**config.mk**
```make
export PLATFORM = sky130hd
export DESIGN_NAME = irq_group_summary
export DESIGN_NICKNAME = d
export VERILOG_FILES = /design/src/rtl/igs_pkg.sv /design/src/rtl/igs_group_or.sv /design/src/rtl/igs_readback.sv /design/src/rtl/igs_parent_irq.sv /design/src/rtl/irq_group_summary.sv
export SDC_FILE = /design/constraint.sdc
export NUM_CORES = 1
export LEC_CHECK = 0
export BUFFER_PORTS_ARGS = -buffer_cell sky130_fd_sc_hd__buf_2
export CAP_MARGIN = 25
export CELL_PAD_IN_SITES_DETAIL_PLACEMENT = 1
export CELL_PAD_IN_SITES_GLOBAL_PLACEMENT = 1
export CORE_AREA = 2 2 169 171
export CTS_CLUSTER_DIAMETER = 200
export DETAILED_ROUTE_END_ITERATION = 7
export DIE_AREA = 0 0 171 173
export PLACE_DENSITY = 0.61
export SETUP_SLACK_MARGIN = 0.1
export SLEW_MARGIN = 30
export SYNTH_ARGS = -nofsm -noshare
export SYNTH_HDL_FRONTEND = slang
export SYNTH_SLANG_ARGS = --single-unit
export TNS_END_PERCENT = 5
```
**constraint.sdc**
```tcl
create_clock -name clk -period 1.1 [get_ports clk]
set_input_delay 0.055 -clock clk [delete_from_list [all_inputs] [get_ports clk]]
set_output_delay 0.055 -clock clk [all_outputs]
set_load 0.01 [all_outputs]
```
**src/rtl/igs_pkg.sv**
```systemverilog
package igs_pkg;
  typedef enum logic [1:0] {
    ADR_SUM_LO = 2'd0,
    ADR_SUM_HI = 2'd1,
    ADR_MASTER = 2'd2,
    ADR_RSVD   = 2'd3
  } igs_addr_e;

  localparam int EOI_BIT = 0;
endpackage

```
**src/rtl/igs_group_or.sv**
```systemverilog
module igs_group_or #(
  parameter int NUM_PINS = 184,
  parameter int GROUP    = 4,
  localparam int NUM_GROUPS = (NUM_PINS + GROUP - 1) / GROUP,
  localparam int PAD_W      = NUM_GROUPS * GROUP
) (
  input  logic                  clk,
  input  logic                  rst,
  input  logic [NUM_PINS-1:0]   int_sts,
  input  logic [NUM_PINS-1:0]   wake_sts,
  output logic [NUM_GROUPS-1:0] sum_q
);
  logic [PAD_W-1:0]      pend_pad;
  logic [NUM_GROUPS-1:0] sum_d;

  always_comb begin
    pend_pad = '0;
    pend_pad[NUM_PINS-1:0] = int_sts | wake_sts;
  end

  for (genvar g = 0; g < NUM_GROUPS; g++) begin : g_grp
    assign sum_d[g] = |pend_pad[g*GROUP +: GROUP];
  end

  always_ff @(posedge clk) begin
    if (rst) sum_q <= '0;
    else     sum_q <= sum_d;
  end

  AST_GROUP_IDLE: assert property (@(posedge clk) disable iff (rst)
    ((int_sts | wake_sts) == '0) |=> (sum_q == '0));
  AST_WAKE_ONLY_HITS: assert property (@(posedge clk) disable iff (rst)
    (wake_sts[0] && !int_sts[0]) |=> sum_q[0]);
endmodule

```
**src/rtl/igs_readback.sv**
```systemverilog
module igs_readback
  import igs_pkg::*;
#(
  parameter int NUM_GROUPS = 46,
  parameter int WORD_W     = 32,
  localparam int EXT_W     = 2 * WORD_W,
  localparam int HI_USED   = NUM_GROUPS - WORD_W
) (
  input  logic                  clk,
  input  logic                  rst,
  input  logic [1:0]            addr,
  input  logic [NUM_GROUPS-1:0] sum,
  output logic [WORD_W-1:0]     rdata_q
);
  logic [EXT_W-1:0]  sum_ext;
  logic [WORD_W-1:0] rdata_d;

  always_comb begin
    sum_ext = '0;
    sum_ext[NUM_GROUPS-1:0] = sum;
  end

  always_comb begin
    case (igs_addr_e'(addr))
      ADR_SUM_LO: rdata_d = sum_ext[WORD_W-1:0];
      ADR_SUM_HI: rdata_d = sum_ext[EXT_W-1:WORD_W];
      default:    rdata_d = '0;
    endcase
  end

  always_ff @(posedge clk) begin
    if (rst) rdata_q <= '0;
    else     rdata_q <= rdata_d;
  end

  AST_MASTER_READS_ZERO: assert property (@(posedge clk) disable iff (rst)
    (addr == ADR_MASTER) |=> (rdata_q == '0));
  AST_HI_PAD_ZERO: assert property (@(posedge clk) disable iff (rst)
    (addr == ADR_SUM_HI) |=> (rdata_q[WORD_W-1:HI_USED] == '0));
endmodule

```
**src/rtl/igs_parent_irq.sv**
```systemverilog
module igs_parent_irq (
  input  logic clk,
  input  logic rst,
  input  logic any_sum,
  input  logic eoi,
  output logic irq_q
);
  always_ff @(posedge clk) begin
    if (rst)      irq_q <= 1'b0;
    else if (eoi) irq_q <= 1'b0;
    else          irq_q <= irq_q | any_sum;
  end

  AST_EOI_DROPS: assert property (@(posedge clk) disable iff (rst)
    eoi |=> !irq_q);
  AST_IRQ_STICKY: assert property (@(posedge clk) disable iff (rst)
    (irq_q && !eoi) |=> irq_q);
  AST_IRQ_QUIET: assert property (@(posedge clk) disable iff (rst)
    (!irq_q && !any_sum) |=> !irq_q);
endmodule

```
**src/rtl/irq_group_summary.sv**
```systemverilog
module irq_group_summary
  import igs_pkg::*;
#(
  parameter int NUM_PINS = 184,
  parameter int GROUP    = 4,
  parameter int WORD_W   = 32,
  localparam int NUM_GROUPS = (NUM_PINS + GROUP - 1) / GROUP
) (
  input  logic                clk,
  input  logic                rst,
  input  logic [NUM_PINS-1:0] pin_int_sts,
  input  logic [NUM_PINS-1:0] pin_wake_sts,
  input  logic                reg_wr,
  input  logic [1:0]          reg_addr,
  input  logic [WORD_W-1:0]   reg_wdata,
  output logic [WORD_W-1:0]   reg_rdata,
  output logic                parent_irq
);
  logic [NUM_GROUPS-1:0] sum_q;
  logic                  eoi;

  assign eoi = reg_wr && (reg_addr == ADR_MASTER) && reg_wdata[EOI_BIT];

  igs_group_or #(.NUM_PINS(NUM_PINS), .GROUP(GROUP)) u_group (
    .clk      (clk),
    .rst      (rst),
    .int_sts  (pin_int_sts),
    .wake_sts (pin_wake_sts),
    .sum_q    (sum_q)
  );

  igs_readback #(.NUM_GROUPS(NUM_GROUPS), .WORD_W(WORD_W)) u_rdbk (
    .clk     (clk),
    .rst     (rst),
    .addr    (reg_addr),
    .sum     (sum_q),
    .rdata_q (reg_rdata)
  );

  igs_parent_irq u_irq (
    .clk     (clk),
    .rst     (rst),
    .any_sum (|sum_q),
    .eoi     (eoi),
    .irq_q   (parent_irq)
  );

  AST_RESET_QUIET: assert property (@(posedge clk)
    rst |=> (!parent_irq && reg_rdata == '0));
endmodule

```
; ---- Word-level counts from Yosys, hierarchy flattened
; Index checks and enable logic that the tools add are counted.
[totals]
register_bits = 79
latchBits = 0
ramBits = 0
mem_bits_ro = 0
inputBits = 405
wordCells = 59
memories = 0
[op_classes]
add_sub_neg = 0
multipliers = 0
n_div = 0
order_cmp = 0
eq_ne = 2
shifts = 0
mux = 1
bitwise = 2
reduce_logical = 51
[ops]
columns = operator, n
row1 = $or 184x184->184, 1
row2 = $reduce_or 4->1, 46
row3 = $pmux 32 s2, 1
row4 = $reduce_or 46->1, 1
row5 = $eq 2x1->1 const B, 1
row6 = $eq 2x2->1 const B, 1
row7 = $logic_and 1x1->1, 2
row8 = $logic_not 2->1, 1
row9 = $reduce_or 2->1, 1
row10 = $or 1x1->1, 1

; ---- Logic depth before layout (Yosys ltp)
; Gate-level depths: netlist of the first run.
[logic_depth]
word_depth = 4
depth_mapped = 5
mapped_depth_nobuf = 3

; ---- Modules after synthesis
; Synthesis of the first run repeated with hierarchy kept, for this count alone.
[unflattened]
cells_unflattened = 294
hier_area_um2 = 2960.3
[modules_own_cells]
columns = mod, n_inst, cells_per_inst, area_each_um2
row1 = igs_group_or, 1, 189, 1798.0
row2 = igs_readback, 1, 85, 1014.7
row3 = irq_group_summary, 1, 17, 113.9
row4 = igs_parent_irq, 1, 3, 33.8

; ---- Worst setup path before layout of the first run
; No wires, ideal clock.
[synth_timing]
path_kind = reg-to-reg
start = register u_group.sum_q[38]
end = register u_irq.irq_q
setup_time_ns = 0.120
arrival_ns = 0.932
t_required_ns = 0.980
path_slack_ns = 0.049
stages_incl_launch_ff = 4
period_less_slack_ns = 1.051
path_cell_list = dfxtp_1 nor4_1 nand4_1 o31a_1
[synth_between]
elab_chain_cells = 2
[synth_lines]
columns = item, line
row1 = "start, declared", igs_group_or.sv:11  ; output logic [NUM_GROUPS-1:0] sum_q
row2 = "start signal, assigned", igs_group_or.sv:27  ; else sum_q <= sum_d;
row3 = $reduce_or 46->1, irq_group_summary.sv:43  ; .any_sum (|sum_q),
row4 = $or 1x1->1, igs_parent_irq.sv:11  ; else irq_q <= irq_q | any_sum;
row5 = "end signal, assigned", igs_parent_irq.sv:11
row6 = "end, declared", igs_parent_irq.sv:6  ; output logic irq_q
; No other way between the ends.
; A chain may end at the register's enable or synchronous reset.

; ---- Worst setup path in the final report of the first run
[layout_timing]
start = register u_group.sum_q[43]
end = register u_irq.irq_q
; Same word-level chain as after synthesis.

==> reports/results.txt, run 1 <==
The run gives 27230 microns as the wire length of the first global-routing pass. The number of buffers on the longest clock path came out at 2. The number of placed instances with taps included was 1086. The analysis attributes to cell leakage a power of 0.003173 uW. In this run the register-to-register setup slack is -0.13 ns.

The slew at the pin closest to its max-slew limit was 0.4425 ns; the total routing usage reported by global routing was 0.1239. The count of routing violations after the opening detailed-route iteration was 103; the latest clock arrival within the worst-skew pair was 0.34 ns. Detailed-route wire length per cell: 16.09 microns. For this run, design rule violations remaining after detail routing come to 0. The master cell of the clock root buffer is sky130_fd_sc_hd__clkbuf_16. The initial core utilization came out at 0.1049.

When the netlist entered floorplanning its net count stood at 698. The share of async-settable or async-resettable flops after synthesis works out to 0. The tools report the capturing element type of the critical path as a flop. The number of CTS-inserted buffers was 9; the number of cells traversed by the worst register-to-register path was 4.

The post-detailed-route count of antenna-violating nets is 0. The headroom to the max-slew limit is 0.7023. The tightest min-delay check is of the primary input to flop type.

The tools report the number of global-route vias before repair as 4889. The internal portion of the total power is 5825 uW. The switching fraction of total power came out at 0.2414.

Following the worst setup path forward leads to its endpoint at u_irq.irq_q$_SDFF_PP0_. Setup repair after global routing could not meet its margin everywhere. The level count of the clock H-tree was 3; the worst-case vdd ir drop was 0.4506 mV.

For the clock share of power, the log shows 0.427. By area the synthesized netlist is led by sky130_fd_sc_hd__dfxtp_1 55%, sky130_fd_sc_hd__nor4_1 22%, sky130_fd_sc_hd__a21oi_1 7.9%. The max-slew violation total from the final report was 0. In this run the power density over the cells is 1160 nW/um^2. The synthesized design contains 79 register bits. The worst register-to-register path ends at u_irq.irq_q$_SDFF_PP0_. Clock-pin slew was measured on the worst setup and hold paths at 0.06 ns. Compared with the post-synthesis result, the final layout area differs by 128.4%. The share of the cycle needed by the critical path after routing works out to 1.120.

The tools report the part of the Yosys area used for sequential elements as 0.5458. After layout, the minimum clock period comes to 1.232 ns. The count of buffers from port buffering was 406; the layout cell share with drive strength beyond 1 was 0.5730. TritonCTS built the clock tree. After synthesis, the netlist uses 17 different library cells. The portion of synthesized cell area occupied by the leading cell type works out to 0.5458. The logs give 0.401 for the share of total power in sequential cells and 27630 sq um for the standard cell core area.

Of all nets on the critical path, the largest fanout is 2. The critical path starts at u_group.sum_q[43]$_SDFF_PP0_. Across all layers, the routed design uses 4412 vias. The number of synthesized flops with an enable pin was 0; the per-instance average area after synthesis was 9.890 sq um. The checks that failed: negative setup slack. Based on the critical path, the design can be clocked at up to 811.5 MHz. Data on the critical path arrives at its endpoint at 1.46 ns. Data on the critical path is required at its endpoint by 1.33 ns. The global placer's final weighted congestion was 0.7845.

In this run the vertical extent of the chip is 173 microns. The total of warnings raised by yosys is 0, and the combinational share of power is 0.172. The power dissipated by switching net loads is 1854 uW, and the final cell count without fillers is 1173. The tool flagged a number of max-cap violations equal to 0. For this run, the leading register cell type out of synthesis is sky130_fd_sc_hd__dfxtp_1. The mapped netlist covers 2898 sq um.

Hold timing on the final database bottoms out at a slack of 0.005235 ns. The number of setup violations in the final report came out at 1. The number of hold violations in the final report is 0. Summed over all layers, the routed wires come to 18870 microns.

The tools report the number of ports placed on the die boundary as 438. The number of rows in the core area is 61, and the detailed-route vias per instance is 3.761. Summed over all instances, the cell type with the most area after synthesis is sky130_fd_sc_hd__dfxtp_1. The global-route congestion overflow total is 0. The completed layout was analyzed and its total power is 7678 uW. The most common cell in the synthesized netlist is sky130_fd_sc_hd__nor4_1. The run finished, with violations left.

The logs give 0.2395 for the post-layout utilization of the core and 3381 for the number of inserted filler cells in the final layout. The category of the worst setup path launch point was a flop. The maximum number of pins on one net before global-route repair was 28; the register cell area after layout was 1585 sq um. The tools report the worst path setup slack after routing as -0.1323 ns. The run gives 4 as the number of detailed-route iterations in the first pass. Summed over all failing endpoints, the final setup total negative slack is -0.1323 ns. The full die area was 29580 sq um; the number of antenna violations at the first check in global routing was 2. The startpoint identified for the worst register-to-register timing path is u_group.sum_q[43]$_SDFF_PP0_. For this design, the sink count on the clock tree is 79.

The commonest cells after synthesis are 103 x sky130_fd_sc_hd__nor4_1, 79 x sky130_fd_sc_hd__dfxtp_1, 46 x sky130_fd_sc_hd__a21oi_1. Final setup skew: 0.007603 ns. The critical setup path kind is flop to flop. The number of setup buffers added after CTS is 0. Summing all multi-input logic gate instances after layout gives 1336 sq um. In this run the horizontal extent of the chip is 171 microns.

Total half-perimeter wirelength after legalization and detailed placement: 15250 microns. In the final design database the tool counted 1194 nets. The tools report the number of standard cells after synthesis as 293.
[logic make-up (layout without fill, tap and decap cells)]
kind of cell           after synthesis  after routing  share of synthesized area
other                                0              1                          0
buffers and inverters               11            512                    0.02375
muxes                               14             14                    0.04836
DFF                                 79             79                     0.5458
AOI/OAI and AO/OA                   48             48                    0.08549
and+or+nand+nor                    141            141                     0.2966
[worst max-delay path, stage by stage, from the launching register on]
cell and delay (ns):
sky130_fd_sc_hd__dfxtp_1 0.31, sky130_fd_sc_hd__nor4_1 0.27, sky130_fd_sc_hd__buf_4 0.16, sky130_fd_sc_hd__nand4_1 0.12
sky130_fd_sc_hd__o31a_1 0.27
[repair_timing]
action / CTS / global route
hold buffers: 69 / 1
endpoints found under the hold margin: 15 / 1
pin swaps: 7 / 1
endpoints found under the setup margin: 1 / 3
resized for setup: 10 / 6
[power groups by stage]
stage / clock network [uW] / registers, uW / logic [uW]
finish: 3280 / 3080 / 1320
global route: 3540 / 3090 / 1450
CTS: 3420 / 3070 / 1320
detailed placement: 0 / 3120 / 1110
global placement: 0 / 3110 / 1110
floorplan: 0 / 3130 / 220
[cells in the final DEF, fill, tap and decap left out, drive strengths merged]
master       netlist  layout
buf                8     425
nor4             103     103
dfxtp             79      79
dlygate4sd3        0      70
a21oi             46      46
and2              18      18
nor2              15      15
mux2i             14      14
clkbuf             2       9
nand4              3       3
clkinv             0       3
inv                1       3
bufinv             0       2
diode              0       1
or2                1       1
nor3               1       1
a41oi              1       1
o31a               1       1
[sequential cells by signal, summed over array words and instances (netlist names)]
signal	cells
u_group.sum_q	46
u_rdbk.rdata_q	32
u_irq.irq_q	1
[area by class of cell]
class,count,area share
Timing Repair Buffer,495,0.4364
Sequential cell,79,0.2396
Multi-Input combinational cell,203,0.2019
Tap cell,378,0.07147
Clock buffer,9,0.03403
Clock inverter,7,0.01569
Inverter,1,0.0005672
Antenna cell,1,0.0003781
[stage by stage]
step,setup WS (ns),instance area [sq um]
global placement,-0.3463,5493
detailed placement,-0.2938,5493
floorplan,0.04884,2898
global route,-0.2226,6618
finish,-0.1323,6618
CTS,-0.1679,6568
[per-layer routing]
layer	wire (microns)	vias up	track usage
li1	-	2147	-
met2	9844	192	0.2263
met4	306	2	0.03708
met5	13	-	0
met3	1323	24	0.03388
met1	7381	2047	0.1383
[how the worst min path moves through the flow]
stage                     startpoint                            to  slack (ns)  depth (start not counted)
detailed placement  pin_int_sts[179]  u_group.sum_q[44]$_SDFF_PP0_        0.32                          3
CTS                  pin_int_sts[71]  u_group.sum_q[17]$_SDFF_PP0_      0.0005                          3
finish              pin_int_sts[103]  u_group.sum_q[25]$_SDFF_PP0_       0.005                          3
global route        pin_wake_sts[79]  u_group.sum_q[19]$_SDFF_PP0_       0.004                          3
global placement     pin_int_sts[99]  u_group.sum_q[24]$_SDFF_PP0_        0.32                          3
floorplan             pin_int_sts[3]   u_group.sum_q[0]$_SDFF_PP0_        0.21                          2
Power figures use the tool's default switching activity.
==> run 2: changes to the inputs <==
--- a/config.mk
+++ b/config.mk
@@ -5,12 +5,13 @@
 export SDC_FILE = /design/constraint.sdc
 export NUM_CORES = 1
 export LEC_CHECK = 0
-export BUFFER_PORTS_ARGS = -buffer_cell sky130_fd_sc_hd__buf_2
+export BUFFER_PORTS_ARGS = -buffer_cell sky130_fd_sc_hd__clkbuf_2
 export CAP_MARGIN = 25
 export CELL_PAD_IN_SITES_DETAIL_PLACEMENT = 1
 export CELL_PAD_IN_SITES_GLOBAL_PLACEMENT = 1
 export CORE_AREA = 2 2 169 171
 export CTS_CLUSTER_DIAMETER = 200
+export CTS_CLUSTER_SIZE = 28
 export DETAILED_ROUTE_END_ITERATION = 7
 export DIE_AREA = 0 0 171 173
 export PLACE_DENSITY = 0.61
==> reports/results.txt, run 2 (synthesis gave the netlist of run 1 again) <==
The run finished, with violations left. Violations in the final reports: negative setup slack (unchanged). The tools report the number of rows in the core area as 61 (unchanged). The category of the worst setup path launch point is a flop (unchanged). The count of buffers from port buffering was 406 (unchanged). The run gives 28 (unchanged) as the maximum number of pins on one net before global-route repair. The hold-critical path depth is 3 (unchanged). Regs by FF count: u_group.sum_q (46), u_rdbk.rdata_q (32), u_irq.irq_q (1) (unchanged).

The power density over cell area is 1105 nW/um^2 (was 1160 nW/um^2), and the number of global-route vias before repair is 5064 (was 4889). The number of placed instances with taps included is 1084 (was 1086). The share of the cycle needed by the critical path after routing is 1.125 (was 1.120), and the layout net count is 1214 (was 1194). The count of max-cap constraint violations is 0 (unchanged), and the largest fanout on the critical path is 2 (unchanged). The max-slew violation total from the final report came out at 0 (unchanged).

Most frequent cells in the layout: 406 x sky130_fd_sc_hd__clkbuf_2, 96 x sky130_fd_sc_hd__nor4_1, 92 x sky130_fd_sc_hd__dlygate4sd3_1 (was 406 x sky130_fd_sc_hd__buf_2, 93 x sky130_fd_sc_hd__nor4_1, 76 x sky130_fd_sc_hd__dfxtp_1). The overall die height came out at 173 microns (unchanged). The run gives 0 (unchanged) as the number of hold violations in the final report. Standard cell core area: 27630 sq um (unchanged). The wire length of the first global-routing pass is 27640 microns (was 27230 microns), and the number of cells traversed by the worst register-to-register path is 4 (unchanged). The worst path required time is 1.32 ns (was 1.33 ns), and the initial core utilization is 0.1049 (unchanged). The data arrival time of the critical path was 1.46 ns (about the same).

For the post-CTS setup buffer count, the log shows 0 (unchanged). Count of routing violations after the opening detailed-route iteration: 103 (unchanged). The run gives -0.2851 ns (was -0.2938 ns) as the worst slack after detailed placement. Number of detailed-route iterations in the first pass: 4 (unchanged). The detailed-route vias per instance was 3.755 (was 3.761). The critical setup path kind is flop to flop (unchanged). The hold path startpoint is pin_int_sts[36] (was pin_int_sts[103]). The area added between synthesis and finish is 133.7% (was 128.4%), and the final total negative setup slack is -0.1379 ns (was -0.1323 ns). The worst reg-to-reg setup slack is -0.14 ns (was -0.13 ns). The run gives 3 (unchanged) as the level count of the clock H-tree. The startpoint of the worst register-to-register path is u_group.sum_q[9]$_SDFF_PP0_ (was u_group.sum_q[43]$_SDFF_PP0_). The tools report the worst path setup slack after routing as -0.1379 ns (was -0.1323 ns). The number of flip-flops in the largest register came out at 46 (unchanged). TritonCTS built the clock tree. The total routing usage reported by global routing was 0.1259 (was 0.1239); the number of antenna violations at the first check in global routing was 3 (was 2).

The tools report the capturing element type of the critical path as a flop (unchanged). The logs give 0 (unchanged) for the detailed-route DRC error count and 0.5235 mV (was 0.4506 mV) for the worst-case vdd ir drop. Master cell of the clock root buffer: sky130_fd_sc_hd__clkbuf_16 (unchanged). The clock transition at the registers of the reported paths came out at 0.06 ns (about the same).

The number of ports placed on the die boundary was 438 (unchanged). The number of buffers on the longest clock path was 2 (unchanged); the layout cell share with drive strength beyond 1 was 0.5517 (was 0.5730). The met3 capacity usage during global routing is 0.03868 (was 0.03388), and the total wirelength of the detailed-routed design is 19250 microns (was 18870 microns). The post-route minimum period is 1.238 ns (was 1.232 ns).

The type of the tightest min-delay check is primary input to flop (unchanged). The detailed-route wire length per cell was 16.16 microns (was 16.09 microns); the number of CTS-inserted buffers was 9 (unchanged). Setup repair after global routing could not meet its margin everywhere. For the number of setup violations in the final report, the log shows 1 (unchanged). The tools report the endpoint of the worst-slack reg-to-reg timing path as u_irq.irq_q$_SDFF_PP0_ (unchanged).

The total power after layout is 7482 uW (was 7678 uW), and the upper clock frequency limit is 807.8 MHz (was 811.5 MHz). The most used routing layer was met2 (unchanged). The die span in x is 171 microns (unchanged), and the post-detailed-route count of antenna-violating nets is 0 (unchanged). The logs give 1191 (was 1173) for the final cell count without fillers and 0.7793 (was 0.7845) for the global placer's final weighted congestion.

Global-route congestion overflow total: 0 (unchanged). The latest clock arrival within the worst-skew pair was 0.34 ns (about the same); the post-layout utilization of the core was 0.2451 (was 0.2395). For the total vias in the final route, the log shows 4472 (was 4412).

The met2 track demand over resource in global routing was 0.2292 (was 0.2263); the number of clock sinks seen by CTS was 79 (unchanged). The commonest non-fill, non-tap cell in the layout was sky130_fd_sc_hd__clkbuf_2 (was sky130_fd_sc_hd__buf_2). The slew at the pin closest to its max-slew limit is 0.4253 ns (was 0.4425 ns), and the total half-perimeter wirelength after legalization and detailed placement is 15260 microns (was 15250 microns). The full die area is 29580 sq um (unchanged). The register with the highest flop count is u_group.sum_q (unchanged). The logs give 0.003299 uW (was 0.003173 uW) for the total leakage power and 0.007461 ns (was 0.007603 ns) for the final setup skew. The met1 capacity usage during global routing was 0.1390 (was 0.1383). End point of the worst hold path: u_group.sum_q[9]$_SDFF_PP0_ (was u_group.sum_q[25]$_SDFF_PP0_).

The run gives 0.7138 (was 0.7023) as the headroom to the max-slew limit.
-- run 2: cell count changes in the layout (fill, tap and decap cells not counted), sizes merged --
cell         before  now
clkbuf            9  417
inv               3    1
buf             425   17
clkinv            3    2
bufinv            2    1
dlygate4sd3      70   92
-- run 2: metrics by stage --
stage	cell area [sq um]	hold slack, ns
after global placement	5478	0.3245
after CTS	6728	0.00003295
after floorplan	2898	0.2093
after global routing	6771	0.002799
after detailed placement	5478	0.3206
final	6771	0.008488
-- run 2: area by class of cell --
cell class | count | area, sq um
Fill cell | 3409 | 20860
Timing Repair Buffer | 515 | 3093
Sequential cell | 79 | 1585
Multi-Input combinational cell | 203 | 1318
Tap cell | 378 | 473.0
Clock buffer | 11 | 252.7
Clock inverter | 3 | 43.79
Inverter | 1 | 3.754
Antenna cell | 1 | 2.502
-- run 2: report_power, final --
group | internal [uW] | switching [uW]
registers | 3000 | 81.9
clock network | 1860 | 1160
logic | 857 | 522
total | 5710 | 1770
-- run 2: critical path: stages (launching register included) --
cell                      delay (ns)
sky130_fd_sc_hd__dfxtp_1        0.33
sky130_fd_sc_hd__nor4_2         0.27
sky130_fd_sc_hd__buf_4          0.16
sky130_fd_sc_hd__nand4_1        0.08
sky130_fd_sc_hd__o31a_1         0.29
-- run 2: what timing repair did --
action	CTS	global route
resized for setup	8	5
pin swaps	5	3
hold buffers	91	1
setup endpoints to repair	2	2
hold endpoints to repair	20	1
cloned	0	0
-- run 2: metal layers --
layer | vias to the layer above | wire length (microns)
met5 | - | 13
met4 | 2 | 342
met3 | 22 | 1230
met2 | 198 | 10130
met1 | 2064 | 7536
li1 | 2186 | -
-- run 2: worst max path at each step --
stage / from / to / cells after the start
global placement: u_group.sum_q[27]$_SDFF_PP0_ / u_irq.irq_q$_SDFF_PP0_ / 4
floorplan: u_group.sum_q[12]$_SDFF_PP0_ / u_irq.irq_q$_SDFF_PP0_ / 3
detailed placement: u_group.sum_q[27]$_SDFF_PP0_ / u_irq.irq_q$_SDFF_PP0_ / 4
global route: u_group.sum_q[28]$_SDFF_PP0_ / u_irq.irq_q$_SDFF_PP0_ / 4
finish: u_group.sum_q[9]$_SDFF_PP0_ / u_irq.irq_q$_SDFF_PP0_ / 4
CTS: u_group.sum_q[31]$_SDFF_PP0_ / u_irq.irq_q$_SDFF_PP0_ / 4
